## src/rtl/icache_pkg.sv

```systemverilog
// Package icache_pkg
// Shared constants and the fetch-stage access kind for the two-way
// instruction cache. Assumes exactly two ways, because replacement is one bit.
package icache_pkg;

    localparam int IC_ADDR_W   = 16;
    localparam int IC_DATA_W   = 32;
    localparam int IC_SET_BITS = 1;
    localparam int IC_WAYS     = 2;

    // What the fetch stage holds in a given cycle
    typedef enum logic [1:0] {
        FE_NONE  = 2'd0,   // nothing captured since reset
        FE_READ  = 2'd1,   // instruction fetch
        FE_WRITE = 2'd2    // program memory write
    } fe_kind_t;

endpackage

```

## src/rtl/icache_tag_way.sv

```systemverilog
// Module icache_tag_way
// Tag and valid storage for one way. It has two compare ports: a lookup port
// for the PC-stage address and a check port for the fetch-stage address,
// which write updates use. A fill writes the tag and sets the valid bit.
// Assumes at most one fill per cycle. Only the valid bits are reset.
module icache_tag_way #(
    parameter int TAG_W    = 15,
    parameter int SET_BITS = 1
) (
    input  logic                clk,
    input  logic                rst_n,
    input  logic [SET_BITS-1:0] lk_idx,
    input  logic [TAG_W-1:0]    lk_tag,
    output logic                lk_match,
    input  logic [SET_BITS-1:0] chk_idx,
    input  logic [TAG_W-1:0]    chk_tag,
    output logic                chk_match,
    input  logic                fill_en,
    input  logic [SET_BITS-1:0] fill_idx,
    input  logic [TAG_W-1:0]    fill_tag,
    output logic [(1<<SET_BITS)-1:0] valid_o
);
    localparam int SETS = 1 << SET_BITS;

    logic [TAG_W-1:0] tag_mem [SETS];
    logic [SETS-1:0]  valid_q;

    // Valid bits: cleared by reset, set by a fill
    always_ff @(posedge clk) begin
        if (!rst_n) begin
            valid_q <= '0;
        end else if (fill_en) begin
            valid_q[fill_idx] <= 1'b1;
        end
    end

    // Tag storage: written on a fill
    always_ff @(posedge clk) begin
        if (fill_en) begin
            tag_mem[fill_idx] <= fill_tag;
        end
    end

    // Compare ports: a valid line whose tag is equal
    always_comb begin
        lk_match  = valid_q[lk_idx]  && (tag_mem[lk_idx]  == lk_tag);
        chk_match = valid_q[chk_idx] && (tag_mem[chk_idx] == chk_tag);
    end

    assign valid_o = valid_q;

endmodule

```

## src/rtl/icache_data_way.sv

```systemverilog
// Module icache_data_way
// Instruction word storage for one way. It has one asynchronous read port
// and one write port. Assumes the write and the read may address the same
// set in one cycle; the read then returns the old word.
module icache_data_way #(
    parameter int DATA_W   = 32,
    parameter int SET_BITS = 1
) (
    input  logic                clk,
    input  logic [SET_BITS-1:0] rd_idx,
    output logic [DATA_W-1:0]   rd_data,
    input  logic                wr_en,
    input  logic [SET_BITS-1:0] wr_idx,
    input  logic [DATA_W-1:0]   wr_data
);
    localparam int SETS = 1 << SET_BITS;

    logic [DATA_W-1:0] word_mem [SETS];

    // Storage write: a fill or a write-through update
    always_ff @(posedge clk) begin
        if (wr_en) begin
            word_mem[wr_idx] <= wr_data;
        end
    end

    // Read port for the fetch stage
    assign rd_data = word_mem[rd_idx];

endmodule

```

## src/rtl/icache_repl.sv

```systemverilog
// Module icache_repl
// Single-bit replacement selector that names the way the next fill goes to.
// It inverts whenever the fetch stage reports a hit. Assumes two ways.
module icache_repl (
    input  logic clk,
    input  logic rst_n,
    input  logic adv_i,
    output logic sel_o
);
    logic sel_q;

    // Selector: way 0 after reset, flipped by each fetch-stage hit
    always_ff @(posedge clk) begin
        if (!rst_n) begin
            sel_q <= 1'b0;
        end else if (adv_i) begin
            sel_q <= ~sel_q;
        end
    end

    assign sel_o = sel_q;

endmodule

```

## src/rtl/icache_2way.sv

```systemverilog
// Module icache_2way
// Two-way set-associative instruction cache with a PC stage (tag lookup)
// and a fetch stage (data select, fill, write-through).
// Assumes program memory answers a read in the same cycle as mem_en_o, and
// that one access enters the PC stage every clock after reset.
module icache_2way
    import icache_pkg::*;
#(
    parameter int ADDR_W   = IC_ADDR_W,
    parameter int DATA_W   = IC_DATA_W,
    parameter int SET_BITS = IC_SET_BITS
) (
    input  logic              clk,
    input  logic              rst_n,
    input  logic [ADDR_W-1:0] pc_addr_i,
    input  logic              pc_we_i,
    input  logic [DATA_W-1:0] pc_wdata_i,
    output logic [ADDR_W-1:0] mem_addr_o,
    output logic              mem_en_o,
    output logic              mem_we_o,
    output logic [DATA_W-1:0] mem_wdata_o,
    input  logic [DATA_W-1:0] mem_rdata_i,
    output logic              hit_o,
    output logic [DATA_W-1:0] dec_instr_o
);
    localparam int WAYS  = IC_WAYS;
    localparam int WAY_W = $clog2(WAYS);
    localparam int TAG_W = ADDR_W - SET_BITS;
    localparam int SETS  = 1 << SET_BITS;
    localparam int LINES = WAYS * SETS;

    // PC-stage signals
    logic [SET_BITS-1:0] pc_idx;
    logic [TAG_W-1:0]    pc_tag;
    logic [WAYS-1:0]     lk_match;
    logic [WAYS-1:0]     way_hit;
    logic                pc_hit;
    logic [WAY_W-1:0]    pc_way;

    // Fetch-stage registers
    fe_kind_t            fe_kind_q;
    logic [ADDR_W-1:0]   fe_addr_q;
    logic [DATA_W-1:0]   fe_wdata_q;
    logic                fe_hit_q;
    logic [WAY_W-1:0]    fe_way_q;

    // Fetch-stage signals
    logic [SET_BITS-1:0] fe_idx;
    logic [TAG_W-1:0]    fe_tag;
    logic                fill_now;
    logic                fe_is_wr;
    logic [WAYS-1:0]     chk_match;
    logic [DATA_W-1:0]   way_rd [WAYS];
    logic [DATA_W-1:0]   fe_word;
    logic [DATA_W-1:0]   store_word;
    logic                repl_q;
    logic [DATA_W-1:0]   dec_q;
    logic [LINES-1:0]    line_valid;

    // Address split for both stages
    assign pc_idx = pc_addr_i[SET_BITS-1:0];
    assign pc_tag = pc_addr_i[ADDR_W-1:SET_BITS];
    assign fe_idx = fe_addr_q[SET_BITS-1:0];
    assign fe_tag = fe_addr_q[ADDR_W-1:SET_BITS];

    // Fetch-stage access classification
    assign fe_is_wr   = (fe_kind_q == FE_WRITE);
    assign fill_now   = (fe_kind_q == FE_READ) && !fe_hit_q;
    assign store_word = fe_is_wr ? fe_wdata_q : mem_rdata_i;

    // Per-way storage and PC-stage hit qualification
    for (genvar w = 0; w < WAYS; w++) begin : g_way
        localparam logic [WAY_W-1:0] WAY_ID = WAY_W'(w);
        logic fill_here;
        logic upd_here;
        logic evicting;

        assign fill_here = fill_now && (repl_q == WAY_ID);
        assign upd_here  = fe_is_wr && chk_match[w];
        assign evicting  = fill_here && (fe_idx == pc_idx);

        icache_tag_way #(
            .TAG_W    (TAG_W),
            .SET_BITS (SET_BITS)
        ) u_tag (
            .clk       (clk),
            .rst_n     (rst_n),
            .lk_idx    (pc_idx),
            .lk_tag    (pc_tag),
            .lk_match  (lk_match[w]),
            .chk_idx   (fe_idx),
            .chk_tag   (fe_tag),
            .chk_match (chk_match[w]),
            .fill_en   (fill_here),
            .fill_idx  (fe_idx),
            .fill_tag  (fe_tag),
            .valid_o   (line_valid[w*SETS +: SETS])
        );

        icache_data_way #(
            .DATA_W   (DATA_W),
            .SET_BITS (SET_BITS)
        ) u_data (
            .clk     (clk),
            .rd_idx  (fe_idx),
            .rd_data (way_rd[w]),
            .wr_en   (fill_here || upd_here),
            .wr_idx  (fe_idx),
            .wr_data (store_word)
        );

        // A write never hits; a line being replaced this cycle never hits
        assign way_hit[w] = lk_match[w] && !pc_we_i && !evicting;
    end

    // Encode which way hit in the PC stage
    always_comb begin
        pc_hit = |way_hit;
        pc_way = '0;
        for (int w = 0; w < WAYS; w++) begin
            if (way_hit[w]) begin
                pc_way = WAY_W'(w);
            end
        end
    end

    // PC-to-fetch pipeline register
    always_ff @(posedge clk) begin
        if (!rst_n) begin
            fe_kind_q  <= FE_NONE;
            fe_addr_q  <= '0;
            fe_wdata_q <= '0;
            fe_hit_q   <= 1'b0;
            fe_way_q   <= '0;
        end else begin
            fe_kind_q <= pc_we_i ? FE_WRITE : FE_READ;
            fe_addr_q <= pc_addr_i;
            fe_hit_q  <= pc_hit;
            if (pc_hit) begin
                fe_way_q <= pc_way;
            end
            if (pc_we_i) begin
                fe_wdata_q <= pc_wdata_i;
            end
        end
    end

    // Replacement selector, advanced by fetch-stage hits
    icache_repl u_repl (
        .clk   (clk),
        .rst_n (rst_n),
        .adv_i (fe_hit_q),
        .sel_o (repl_q)
    );

    // Fetch-stage word: cached on a hit, memory on a miss
    assign fe_word = fe_hit_q ? way_rd[fe_way_q] : mem_rdata_i;

    // Decode register: loaded by reads only
    always_ff @(posedge clk) begin
        if (!rst_n) begin
            dec_q <= '0;
        end else if (fe_kind_q == FE_READ) begin
            dec_q <= fe_word;
        end
    end

    // Program memory and status outputs
    assign mem_addr_o  = fe_addr_q;
    assign mem_en_o    = (fe_kind_q != FE_NONE) && !fe_hit_q;
    assign mem_we_o    = fe_is_wr;
    assign mem_wdata_o = fe_wdata_q;
    assign hit_o       = fe_hit_q;
    assign dec_instr_o = dec_q;

endmodule

```

## config.mk

```make
export PLATFORM = sky130hd
export DESIGN_NAME = icache_2way
export DESIGN_NICKNAME = d
export VERILOG_FILES = /design/src/rtl/icache_pkg.sv /design/src/rtl/icache_tag_way.sv /design/src/rtl/icache_data_way.sv /design/src/rtl/icache_repl.sv /design/src/rtl/icache_2way.sv
export SDC_FILE = /design/constraint.sdc
export NUM_CORES = 1
export LEC_CHECK = 0
export BUFFER_PORTS_ARGS = -buffer_cell sky130_fd_sc_hd__buf_2
export CORE_ASPECT_RATIO = 1.2
export CORE_UTILIZATION = 30
export DETAILED_ROUTE_END_ITERATION = 10
export PLACE_DENSITY_LB_ADDON = 0.08
export SLEW_MARGIN = 20
export SYNTH_ARGS = -nofsm -noshare
export SYNTH_HDL_FRONTEND = slang
export SYNTH_SLANG_ARGS = --single-unit
```

## constraint.sdc

```tcl
create_clock -name clk -period 3.4 [get_ports clk]
set_input_delay 0.34 -clock clk [delete_from_list [all_inputs] [get_ports clk]]
set_output_delay 0.34 -clock clk [all_outputs]
set_load 0.02 [all_outputs]
```

After elaboration in Yosys (flattened, before gate mapping)
Memories as Yosys holds them, arrays and structs flattened. A register that Yosys moved wholly into a read port is not among the register bits.
Index checks and enable logic that the tools add are counted.
{ "classes": {"magnitude_cmp": 4, "n_eq_ne": 7, "muxes": 29, "n_bitwise": 4, "n_reduce_logical": 25} }
{ "op_table": {"columns": ["cell", "n"], "rows": [
  ["two-way mux 32 bit", 5],
  ["== test 15 bit", 4],
  ["two-way mux 1 bit", 22],
  ["logical AND 1 bit", 17],
  ["logical NOT 1 bit", 4],
  ["< comparator 1 x 2 -> 1 bit, second input constant", 2],
  ["bitwise OR 2 bit", 2],
  ["== test 2 x 1 -> 1 bit, second input constant", 1],
  ["== test 2 bit, second input constant", 1],
  ["greater-or-equal comparator 2 bit, second input constant", 1],
  ["logical OR 1 bit", 2],
  ["two-way mux 2 bit", 1],
  ["inverter 1 -> 2 bit", 1],
  ["nonzero test 2 bit", 1],
  ["OR reduction 2 bit", 1],
  ["demux 1 bit (select 1 bit)", 1],
  ["== test 1 bit", 1],
  ["greater-or-equal comparator 1 bit, second input constant", 1],
  ["inverter 1 bit", 1]
]} }
{ "word_totals": {"regBits": 89, "ram_bits": 188, "inputBits": 83, "out_inout_bits": 83, "elab_cells": 82, "n_memories": 4} }
{ "mem_list": {"columns": ["name", "depth", "width", "rd", "rd_clocked_by_memory_dff", "wr", "line", "rtl"], "rows": [
  ["g_way[0].u_data.word_mem", 2, 32, 1, 1, 1, "icache_data_way.sv:18", "logic [DATA_W-1:0] word_mem [SETS];"],
  ["g_way[1].u_data.word_mem", 2, 32, 1, 1, 1, "icache_data_way.sv:18", null],
  ["g_way[0].u_tag.tag_mem", 2, 15, 2, 1, 1, "icache_tag_way.sv:25", "logic [TAG_W-1:0] tag_mem [SETS];"],
  ["g_way[1].u_tag.tag_mem", 2, 15, 2, 1, 1, "icache_tag_way.sv:25", null]
]} }

Logic depth before layout (Yosys ltp)
Gate-level depths: netlist of the first run.
{ "logic_depth": {"word_depth": 7, "depth_mapped": 8, "ltp_nobuf": 6} }

Modules after synthesis
A second synthesis of the first run with hierarchy kept.
{ "unflattened": {"cells_unflattened": 917, "hier_area_um2": 12627.1} }
{ "modules_own_cells": {"columns": ["module", "n_inst", "cells_per_inst", "area_each_um2", "seq_area_each_um2"], "rows": [
  ["icache_data_way", 2, 102, 2478.6, 1921.8],
  ["icache_2way", 1, 480, 4249.1, 1681.6],
  ["icache_tag_way", 2, 115, 1692.9, 940.9],
  ["icache_repl", 1, 3, 35.0, 20.0]
]} }

Least setup slack after synthesis of the first run
No wires, ideal clock.
{ "synth_path": {"path_kind": "reg2reg", "start": "reg with a tool-made name", "end": "mem g_way[0].u_data.word_mem[0][0] (enable)", "setup_time_ns": 0.392, "t_arrival_ns": 2.465, "required_time_ns": 3.008, "setup_slack_ns": 0.543, "stages_incl_launch_ff": 9, "n_path_buf": 2, "synth_period_minus_slack_ns": 2.857, "path_cell_list": "dfxtp_1 -> clkbuf_1 -> buf_2 -> mux2i_1 -> xnor2_1 -> nor4_1 -> nand4_1 -> o21ai_0 -> and2_1"} }
{ "synth_rtl": {"columns": ["item", "line"], "rows": [
  ["end, declared", "icache_data_way.sv:18"]
]} }

==> flow_summary_export.csv, run 1 <==
group,metric,value,unit
status,outcome,"finished, final reports clean",
cells_and_area,syn_to_final_growth,21.77,%
setup_path,startpoint_type,"flip-flop",
sta,clock_skew,0.01269,ns
cts,insertion_delay,0.56,ns
power,powerDensity,552.1,nW/um^2
sta,final_max_slew_viol_count,0,
setup_path,crit_top_cell,"buf_12",
die,coreArea,37960,um^2
min_path,hp-class,"in -> reg",
cts,cts_resized,0,
synthesis,netlist.top_cell.by_area,"edfxtp_1",
drt,vias,6656,
die,row_count,78,
die,ios,166,
setup_path,path_max_fanout,23,
global_routing,grt-ovfl-total,0,
sta,setup-violations-final,0,
synthesis,synth_area_leaders,"edfxtp_1 (49%), dfxtp_1 (16%), mux2i_1 (11%), mux4_2 (6.2%), mux2_2 (3.2%)",
min_path,min_path_cells,3,
drt,drt.antenna.violating_nets,0,
drt,remaining_drc_errors,0,
setup_path,slowest_stage,"dfxtp_4",
power,seq_power_share,0.487,
synthesis,synth_seq_cells,278,
drt,routed_wl,28720,um
synthesis,synth_top_area_share,0.4862,
synthesis,synth_flop_cell,"edfxtp_1",
drt,via_per_inst,4.674,
drt,wl_per_cell,20.17,um
sta,whs,0.03988,ns
setup_path,worstSetupPathType,"reg -> reg",
sta,min_period,2.780,ns
drt,drt_iter0_drc,355,
global_routing,grt_pass1_wl,43440,um
cts,clock_path_buffers,3,
sta,rsz0062_at_grt,"no",
synthesis,synth_cell_types,31,
cells_and_area,drive_gt1_frac,0.3294,
sta,tns,0,ns
die,die_h,217.5,um
synthesis,syn_area,11610,um^2
cells_and_area,final_common_cell,"edfxtp_1",
die,dieArea,39500,um^2
setup_path,arrival,3.03,ns
setup_path,cp.required,3.65,ns
synthesis,syn-instance-count,744,
global_routing,grt_pass1_vias,7039,
power,switching_share,0.2268,
cts,postCtsSetupBuffers,0,
setup_path,crit_chain,"buf_12, mux2i_1, xnor2_1, nor4_1, nand4_1, o21ai_0, and2_2, buf_12",
cts,cts_tree,"built",
setup_path,critPathMaxStageDelay,0.58,ns
drt,dr.pass1.iters,6,
placement,gp_congestion,0.7486,
sta,period_share,0.8178,
cts,root_buffer,"clkbuf_16",
setup_path,worstSetupEndpointType,"flip-flop",
cells_and_area,n_antenna_cell,0,
power,comb_power_share,0.080,
sta,hold_viol_final,0,
die,die_w,181.6,um
synthesis,synth_nets,827,
setup_path,r2r_slack,0.62,ns
power,switchingPower,1.770,mW
power,ir_worst_vdd,0.3779,mV
cts,path_clk_slew,0.06,ns
setup_path,cp_num_cells,8,
synthesis,seq_area_frac_synth,0.6414,
global_routing,grt_antenna_before_repair,0,
global_routing,grt.total_usage,0.1466,
cts,cts-hold-fix-buffers,0,
power,intPower,6.035,mW
die,start_util,0.3058,
cells_and_area,fin_nets,1004,
synthesis,synth_edf_count,188,
flow_run,drv_cap,0,
sta,worst_slew_pin_slew,0.8657,ns
synthesis,ys_warn_count,0,
placement,dp.final_hpwl,19170,um
sta,slew-limit-headroom,0.4229,
cts,cts_buffers,31,
placement,io_buffers,165,
power,p_leak,5.528,nW
setup_path,r2r_cells,8,
synthesis,synth.avg_cell_area,15.61,um^2
cts,htree_levels,1,
power,clkPwrFrac,0.433,
setup_path,cp_top_family,"simple AND/OR/NAND/NOR gates",
cells_and_area,final_cell_mix,"edfxtp_1 (188), buf_2 (165), mux2i_1 (127), dfxtp_1 (88), nand2_1 (36)",
global_routing,grt_max_degree,56,
sta,fmax,359.7,MHz
setup_path,cp.buffers_inverters,2,
synthesis,async_flop_share,0,
cts,cts.sinks,278,
## flip-flops by register name (all words and copies together), names as in the netlist, named ones only
| name | cells |
|---|---|
| g_way.u_data.word_mem | 128 |
| g_way.u_tag.tag_mem | 60 |
| dec_instr_o | 32 |
| mem_wdata_o | 32 |
| mem_addr_o | 16 |
| g_way.u_tag.valid_o | 4 |
| fe_kind_q | 2 |
| fe_way_q | 1 |
| hit_o | 1 |
| u_repl.sel_o | 1 |
## final cells by class
| type | count | area, um^2 |
|---|---|---|
| Fill cell | 3680 | 23830 |
| Inverter | 2 | 7.507 |
| Clock buffer | 40 | 839.6 |
| Timing Repair Buffer | 190 | 1076 |
| Multi-Input combinational cell | 418 | 3974 |
| Tap cell | 480 | 600.6 |
| Sequential cell | 278 | 7452 |
| Clock inverter | 16 | 188.9 |
## power groups by stage
stage | clock network, mW | logic [mW] | registers [mW]
CTS | 3.50 | 0.645 | 3.81
global placement | 0 | 0.643 | 3.88
finish | 3.38 | 0.628 | 3.80
detailed placement | 0 | 0.643 | 3.88
global route | 3.62 | 0.686 | 3.82
floorplan | 0 | 0.340 | 3.91
## per-layer routing
layer | vias to the layer above | global-route usage | wire length (um)
met1 | 3321 | 0.1812 | 12490
met2 | 152 | 0.2614 | 14440
met5 | - | 0 | 0
li1 | 3139 | - | -
met3 | 44 | 0.02422 | 1164
met4 | 0 | 0.04322 | 626
## final timing paths
| check | start | end |
|---|---|---|
| max | flip-flop | g_way[1].u_data.word_mem[0][15] |
| min | pc_wdata_i[25] | mem_wdata_o[25] |
| max reg2reg | flip-flop | g_way[1].u_data.word_mem[0][15] |
| min reg2reg | fe_way_q | fe_way_q |
## logic make-up (layout without fill, tap and decap cells)
group | Yosys count | count (layout) | synth area share
DFF | 278 | 278 | 0.6414
muxes | 192 | 192 | 0.2036
and+or+nand+nor | 122 | 122 | 0.05679
xor gates and xnor gates | 62 | 62 | 0.04677
buffers and inverters | 48 | 248 | 0.01767
AOI/OAI and AO/OA | 42 | 42 | 0.03384
## metrics by stage
stage | util | cells | area (um^2) | power, mW | worst slack, ns
global route | 0.3724 | 1424 | 14140 | 8.118 | 0.3045
CTS | 0.3724 | 1424 | 14140 | 7.946 | 0.5145
floorplan | - | 744 | 11610 | 4.254 | 0.5434
detailed placement | 0.3453 | 1368 | 13110 | 4.521 | 0.5093
finish | 0.3724 | 1424 | 14140 | 7.806 | 0.6195
global placement | 0.3453 | 1368 | 13110 | 4.520 | 0.5902
## synthesized netlist by cell type, drive strengths merged (4+ instances only)
cell type / instances
nor2b: 34
nor2: 7
mux2: 33
nand4: 6
nor4: 9
mux2i: 127
buf: 17
mux4: 32
xnor2: 31
clkbuf: 29
xor2: 31
and2: 23
o21a: 4
dfxtp: 90
nand2: 36
edfxtp: 188
o211a: 32
## worst reg2reg max path, delay by kind of cell, from the launching register on
| family | cells | cell delay [ns] |
|---|---|---|
| and+or+nand+nor | 3 | 0.84 |
| AOI/OAI and AO/OA | 1 | 0.25 |
| DFF | 1 | 0.58 |
| muxes | 1 | 0.24 |
| xor gates and xnor gates | 1 | 0.08 |
| buffers and inverters | 2 | 0.49 |
(Power assumes the default switching activity.)
==> run 2: changes to the inputs <==
clock period = 2.3 ns   (was 3.4 ns; I/O delays follow)
==> flow_summary_export.csv, run 2 (synthesis results as in run 1) <==
group,metric,value,unit
drt,drt.antenna.violating_nets,0,
cts,htree_levels,1,
power,switching_share,0.2243,
setup_path,crit_end,"g_way[0].u_data.word_mem[0][20]",
power,clkPwrFrac,0.429,
power,p_leak,6.001,nW
cts,cts_tree,"built",
sta,setup-violations-final,36,
min_path,hp-class,"in -> reg",
setup_path,rr_endpoint,"g_way[0].u_data.word_mem[0][20]",
setup_path,cp.required,2.57,ns
setup_path,cp.buffers_inverters,3,
sta,min_period,2.325,ns
power,powerDensity,772.7,nW/um^2
cells_and_area,final_cell_mix,"edfxtp_1 (188), buf_2 (165), mux2i_1 (120), dfxtp_1 (88), dlygate4sd3_1 (50)",
setup_path,path_max_fanout,14,
die,ios,166,
global_routing,grt_pass1_vias,7364,
die,dieArea,39500,um^2
global_routing,grt-ovfl-total,0,
cts,insertion_delay,0.56,ns
power,intPower,9.098,mW
setup_path,worstSetupPathType,"reg -> reg",
power,comb_power_share,0.093,
power,ir_worst_vdd,0.5735,mV
global_routing,grt.total_usage,0.1474,
sta,hold_viol_final,0,
cells_and_area,fin_nets,1090,
cts,root_buffer,"clkbuf_16",
die,die_w,181.6,um
setup_path,cp_num_cells,9,
drt,via_per_inst,4.602,
sta,fmax,430.2,MHz
sta,slew-limit-headroom,0.5237,
die,start_util,0.3058,
sta,final_max_slew_viol_count,0,
cts,cts_buffers,30,
placement,gp_congestion,0.7254,
sta,clock_skew,0.01553,ns
sta,tns,-0.3545,ns
global_routing,grt_antenna_before_repair,1,
global_routing,grt_pass1_wl,44180,um
setup_path,critPathMaxStageDelay,0.37,ns
cells_and_area,drive_gt1_frac,0.3453,
sta,worst_slew_pin_slew,0.7145,ns
cts,clock_path_buffers,3,
placement,place_ws,-0.1735,ns
drt,wl_per_cell,19.22,um
global_routing,grt_max_degree,90,
status,outcome,"finished with violations",
setup_path,r2r_slack,-0.02,ns
power,switchingPower,2.631,mW
cts,path_clk_slew,0.06,ns
status,violations,"negative setup slack",
sta,whs,0.03956,ns
drt,remaining_drc_errors,0,
sta,rsz0062_at_grt,"yes",
cells_and_area,syn_to_final_growth,30.72,%
cells_and_area,reg.largest.list,"g_way.u_data.word_mem x128, g_way.u_tag.tag_mem x60",
power,seq_power_share,0.477,
cells_and_area,largest-register,"g_way.u_data.word_mem",
drt,routed_wl,29040,um
drt,drt_iter0_drc,247,
cells_and_area,n_antenna_cell,0,
placement,io_buffers,165,
die,row_count,78,
setup_path,cp_top_family,"simple AND/OR/NAND/NOR gates",
setup_path,crit_top_cell,"buf_12",
drt,vias,6954,
setup_path,arrival,2.59,ns
placement,dp.final_hpwl,19370,um
setup_path,worstSetupEndpointType,"flip-flop",
setup_path,startpoint_type,"flip-flop",
drt,dr.pass1.iters,4,
setup_path,crit_chain,"buf_12, buf_12, mux2i_1, xnor2_1, nor4_1, nand2_1, o21ai_2, and2_4, clkbuf_16",
setup_path,r2r_cells,9,
flow_run,drv_cap,0,
cts,cts.sinks,278,
sta,period_share,1.011,
sta,timing.final.ws_setup,-0.02453,ns
cells_and_area,largest_reg_flops,128,
setup_path,slowest_stage,"dfxtp_4",
cells_and_area,final_common_cell,"edfxtp_1",
die,coreArea,37960,um^2
die,die_h,217.5,um
run 2: cell count changes in the layout (fill, tap and decap cells not counted), sizes merged:
cell / delta
clkbuf: +2
dlygate4sd3: +50
clkinvlp: -2
inv: -1
bufinv: +1
buf: +34
clkinv: +3
run 2: how the worst min path moves through the flow:
stage / startpoint / end / slack, ns / cells past startpoint
3_3_place_gp: g_way[0].u_tag.valid_o[1] / g_way[0].u_tag.valid_o[1] / 0.47 / 1
2_1_floorplan: pc_addr_i[10] / mem_addr_o[10] / 0.35 / 1
5_1_grt: mem_rdata_i[25] / dec_instr_o[25] / 0.04 / 4
6_report: mem_rdata_i[27] / dec_instr_o[27] / 0.04 / 4
4_1_cts: mem_rdata_i[17] / dec_instr_o[17] / 0.004 / 4
3_5_place_dp: g_way[0].u_tag.valid_o[1] / g_way[0].u_tag.valid_o[1] / 0.48 / 1
run 2: tightest hold or removal path, stage by stage:
cell	delay, ns
buf_2	0.08
mux2i_1	0.05
nand2_1	0.06
o211a_1	0.13
run 2: cell type report:
type	instances	area (um^2)
Sequential cell	278	7452
Inverter	2	7.507
Clock inverter	17	202.7
Timing Repair Buffer	277	2028
Tap cell	480	600.6
Clock buffer	39	825.8
Multi-Input combinational cell	418	4061
Fill cell	3580	22790
run 2: stage by stage:
stage          total power, mW    util  instance area [um^2]  cells
2_1_floorplan            6.291       -                 11630    744
4_1_cts                  11.89  0.3948                 14990   1504
5_1_grt                  12.18  0.3998                 15180   1511
3_3_place_gp             6.733  0.3542                 13450   1397
6_report                 11.73  0.3998                 15180   1511
3_5_place_dp             6.734  0.3542                 13450   1397
run 2: metal layers:
| metal | track usage | routed length (um) | vias to the layer above | part of all wire |
|---|---|---|---|---|
| met2 | 0.2667 | 14900 | 141 | 0.51 |
| met5 | 0 | 0 | - | 0 |
| li1 | - | - | 3322 | - |
| met1 | 0.1840 | 12720 | 3455 | 0.44 |
| met4 | 0.04124 | 500 | 0 | 0.017 |
| met3 | 0.01787 | 916 | 36 | 0.032 |
run 2: power groups by stage:
| stage | clock network (mW) | registers, mW | logic, mW |
|---|---|---|---|
| final | 5.03 | 5.60 | 1.10 |
| after global routing | 5.37 | 5.62 | 1.19 |
| after CTS | 5.20 | 5.60 | 1.10 |
| after detailed placement | 0 | 5.71 | 1.03 |
| after global placement | 0 | 5.71 | 1.02 |
| after floorplan | 0 | 5.79 | 0.506 |
run 2: repair_timing:
| item | 4_1_cts | 5_1_grt |
|---|---|---|
| resized for setup | 4 | 17 |
| endpoints found under the hold margin | 49 | 0 |
| pin swaps | 4 | 3 |
| setup endpoints to repair | 129 | 128 |
| setup buffers | 1 | 5 |
| gates cloned | 0 | 2 |
| hold buffers | 50 | 0 |
==> run 3: changes to the inputs <==
--- a/config.mk
+++ b/config.mk
@@ -7,3 +7,3 @@
 export LEC_CHECK = 0
-export BUFFER_PORTS_ARGS = -buffer_cell sky130_fd_sc_hd__buf_2
+export BUFFER_PORTS_ARGS = -buffer_cell sky130_fd_sc_hd__buf_4
 export CORE_ASPECT_RATIO = 1.2
--- a/constraint.sdc
+++ b/constraint.sdc
@@ -3,2 +3,2 @@
 set_output_delay 0.23 -clock clk [all_outputs]
-set_load 0.02 [all_outputs]
+set_load 0.1 [all_outputs]
==> flow_summary_export.csv, run 3 (synthesis results as in run 1) <==
group,metric,value,unit
placement,gp_congestion,0.7568,
drt,drt.antenna.violating_nets,0,
setup_path,startpoint_type,"flip-flop",
cells_and_area,final_cell_count_no_fill,1507,
global_routing,grt-ovfl-total,0,
cts,insertion_delay,0.56,ns
power,powerDensity,791.9,nW/um^2
sta,period_share,1.059,
global_routing,grt_pass1_vias,7500,
drt,routed_wl,30520,um
sta,fmax,410.5,MHz
power,comb_power_share,0.137,
cts,cts_tree,"built",
placement,placed_area,13750,um^2
global_routing,grt_antenna_before_repair,0,
sta,hold_viol_final,0,
global_routing,grt_max_degree,90,
cts,root_buffer,"clkbuf_16",
cells_and_area,reg.largest.list,"g_way.u_data.word_mem x128, g_way.u_tag.tag_mem x60",
cells_and_area,n_antenna_cell,0,
sta,timing.final.ws_setup,-0.1363,ns
global_routing,grt.total_usage,0.1531,
sta,rsz0062_at_grt,"yes",
min_path,min_path_cells,4,
min_path,hp-class,"in -> reg",
cells_and_area,final_common_cell,"buf_4",
setup_path,r2r_cells,10,
placement,place_ws,-0.2880,ns
sta,worst_slew_pin_slew,0.7210,ns
sta,clock_skew,0.01266,ns
cells_and_area,syn_to_final_growth,34.61,%
setup_path,worstSetupEndpointType,"flip-flop",
global_routing,grt_pass1_wl,45370,um
die,die_w,181.6,um
power,clkPwrFrac,0.409,
drt,via_per_inst,4.626,
setup_path,worstSetupPathType,"reg -> reg",
die,die_h,217.5,um
cts,clock_path_buffers,3,
sta,whs,0.02758,ns
drt,vias,6972,
die,dieArea,39500,um^2
status,violations,"negative setup slack",
sta,final_max_slew_viol_count,0,
cts,cts_buffers,31,
power,switchingPower,3.186,mW
cts,cts.sinks,278,
placement,dp.final_hpwl,19860,um
drt,drt_iter0_drc,293,
die,row_count,78,
cells_and_area,largest_reg_flops,128,
sta,setup-violations-final,128,
cells_and_area,final_cell_mix,"buf_4 (194), edfxtp_1 (188), mux2i_1 (123), dfxtp_1 (72), dlygate4sd3_1 (58)",
drt,dr.pass1.iters,5,
setup_path,cp.required,2.57,ns
sta,slew-limit-headroom,0.5193,
power,intPower,9.192,mW
die,coreArea,37960,um^2
power,ir_worst_vdd,0.5252,mV
drt,remaining_drc_errors,0,
sta,min_period,2.436,ns
placement,placed_cells,1384,
die,start_util,0.3058,
power,p_leak,6.082,nW
cells_and_area,fillers,3540,
cells_and_area,fin_nets,1086,
status,outcome,"finished with violations",
power,seq_power_share,0.454,
power,switching_share,0.2574,
cts,htree_levels,1,
setup_path,path_max_fanout,9,
cts,path_clk_slew,0.06,ns
die,ios,166,
cells_and_area,seq_area,7472,um^2
cells_and_area,largest-register,"g_way.u_data.word_mem",
min_path,min-delay-start,"mem_rdata_i[19]",
setup_path,arrival,2.71,ns
drt,wl_per_cell,20.25,um
cells_and_area,drive_gt1_frac,0.3554,
flow_run,drv_cap,0,
cells_and_area,multi_input_area,4071,um^2
placement,io_buffers,165,
cells_and_area,finalInstanceArea,15630,um^2
[run 3: final timing paths]
check	end	slack, ns
min reg2reg	g_way[1].u_tag.valid_o[1]	0.49
min	dec_instr_o[19]	0.03
max	g_way[0].u_data.word_mem[0][9]	-0.14
max reg2reg	g_way[0].u_data.word_mem[0][9]	-0.14
[run 3: routing by layer]
layer,vias up,routed length [um],GRT usage,share of wire
met5,-,0,0,0
met4,0,663,0.04831,0.022
met3,43,1008,0.02054,0.033
met2,135,15920,0.2790,0.52
met1,3481,12930,0.1860,0.42
li1,3313,-,-,-
[run 3: cell type report]
class | count | area share
Clock buffer | 37 | 0.05235
Clock inverter | 20 | 0.01433
Inverter | 2 | 0.0004803
Multi-Input combinational cell | 418 | 0.2605
Sequential cell | 278 | 0.4781
Tap cell | 480 | 0.03842
Timing Repair Buffer | 272 | 0.1559
[run 3: per-stage QoR]
stage | power [mW] | utilization | setup TNS [ns]
2_1_floorplan | 6.810 | - | 0
3_3_place_gp | 7.327 | 0.3621 | -33.42
3_5_place_dp | 7.329 | 0.3621 | -32.89
4_1_cts | 12.56 | 0.4071 | -9.012
5_1_grt | 12.86 | 0.4117 | -23.71
6_report | 12.38 | 0.4117 | -10.17
[run 3: critical path, stage by stage (launching register included)]
cell and delay, ns:
dfxtp_4 0.43, buf_12 0.16, buf_6 0.11, mux2i_1 0.20, xor2_1 0.29, buf_4 0.17
nand4_1 0.08, o21ai_2 0.18, buf_4 0.14, and2_4 0.21, clkbuf_16 0.19
[run 3: power by group through the flow]
stage	clock network (mW)	logic (mW)	registers [mW]
CTS	5.23	1.71	5.62
detailed placement	0	1.60	5.72
global placement	0	1.60	5.73
floorplan	0	0.526	6.28
global route	5.42	1.80	5.64
finish	5.06	1.70	5.62
[run 3: timing repair]
action                     in CTS  in global routing
buffers inserted                1                  2
pin swaps                       1                  2
cloned                          1                  5
hold endpoints to repair       58                  0
resized for setup              11                 10
hold buffers                   58                  0
setup endpoints to repair     128                131
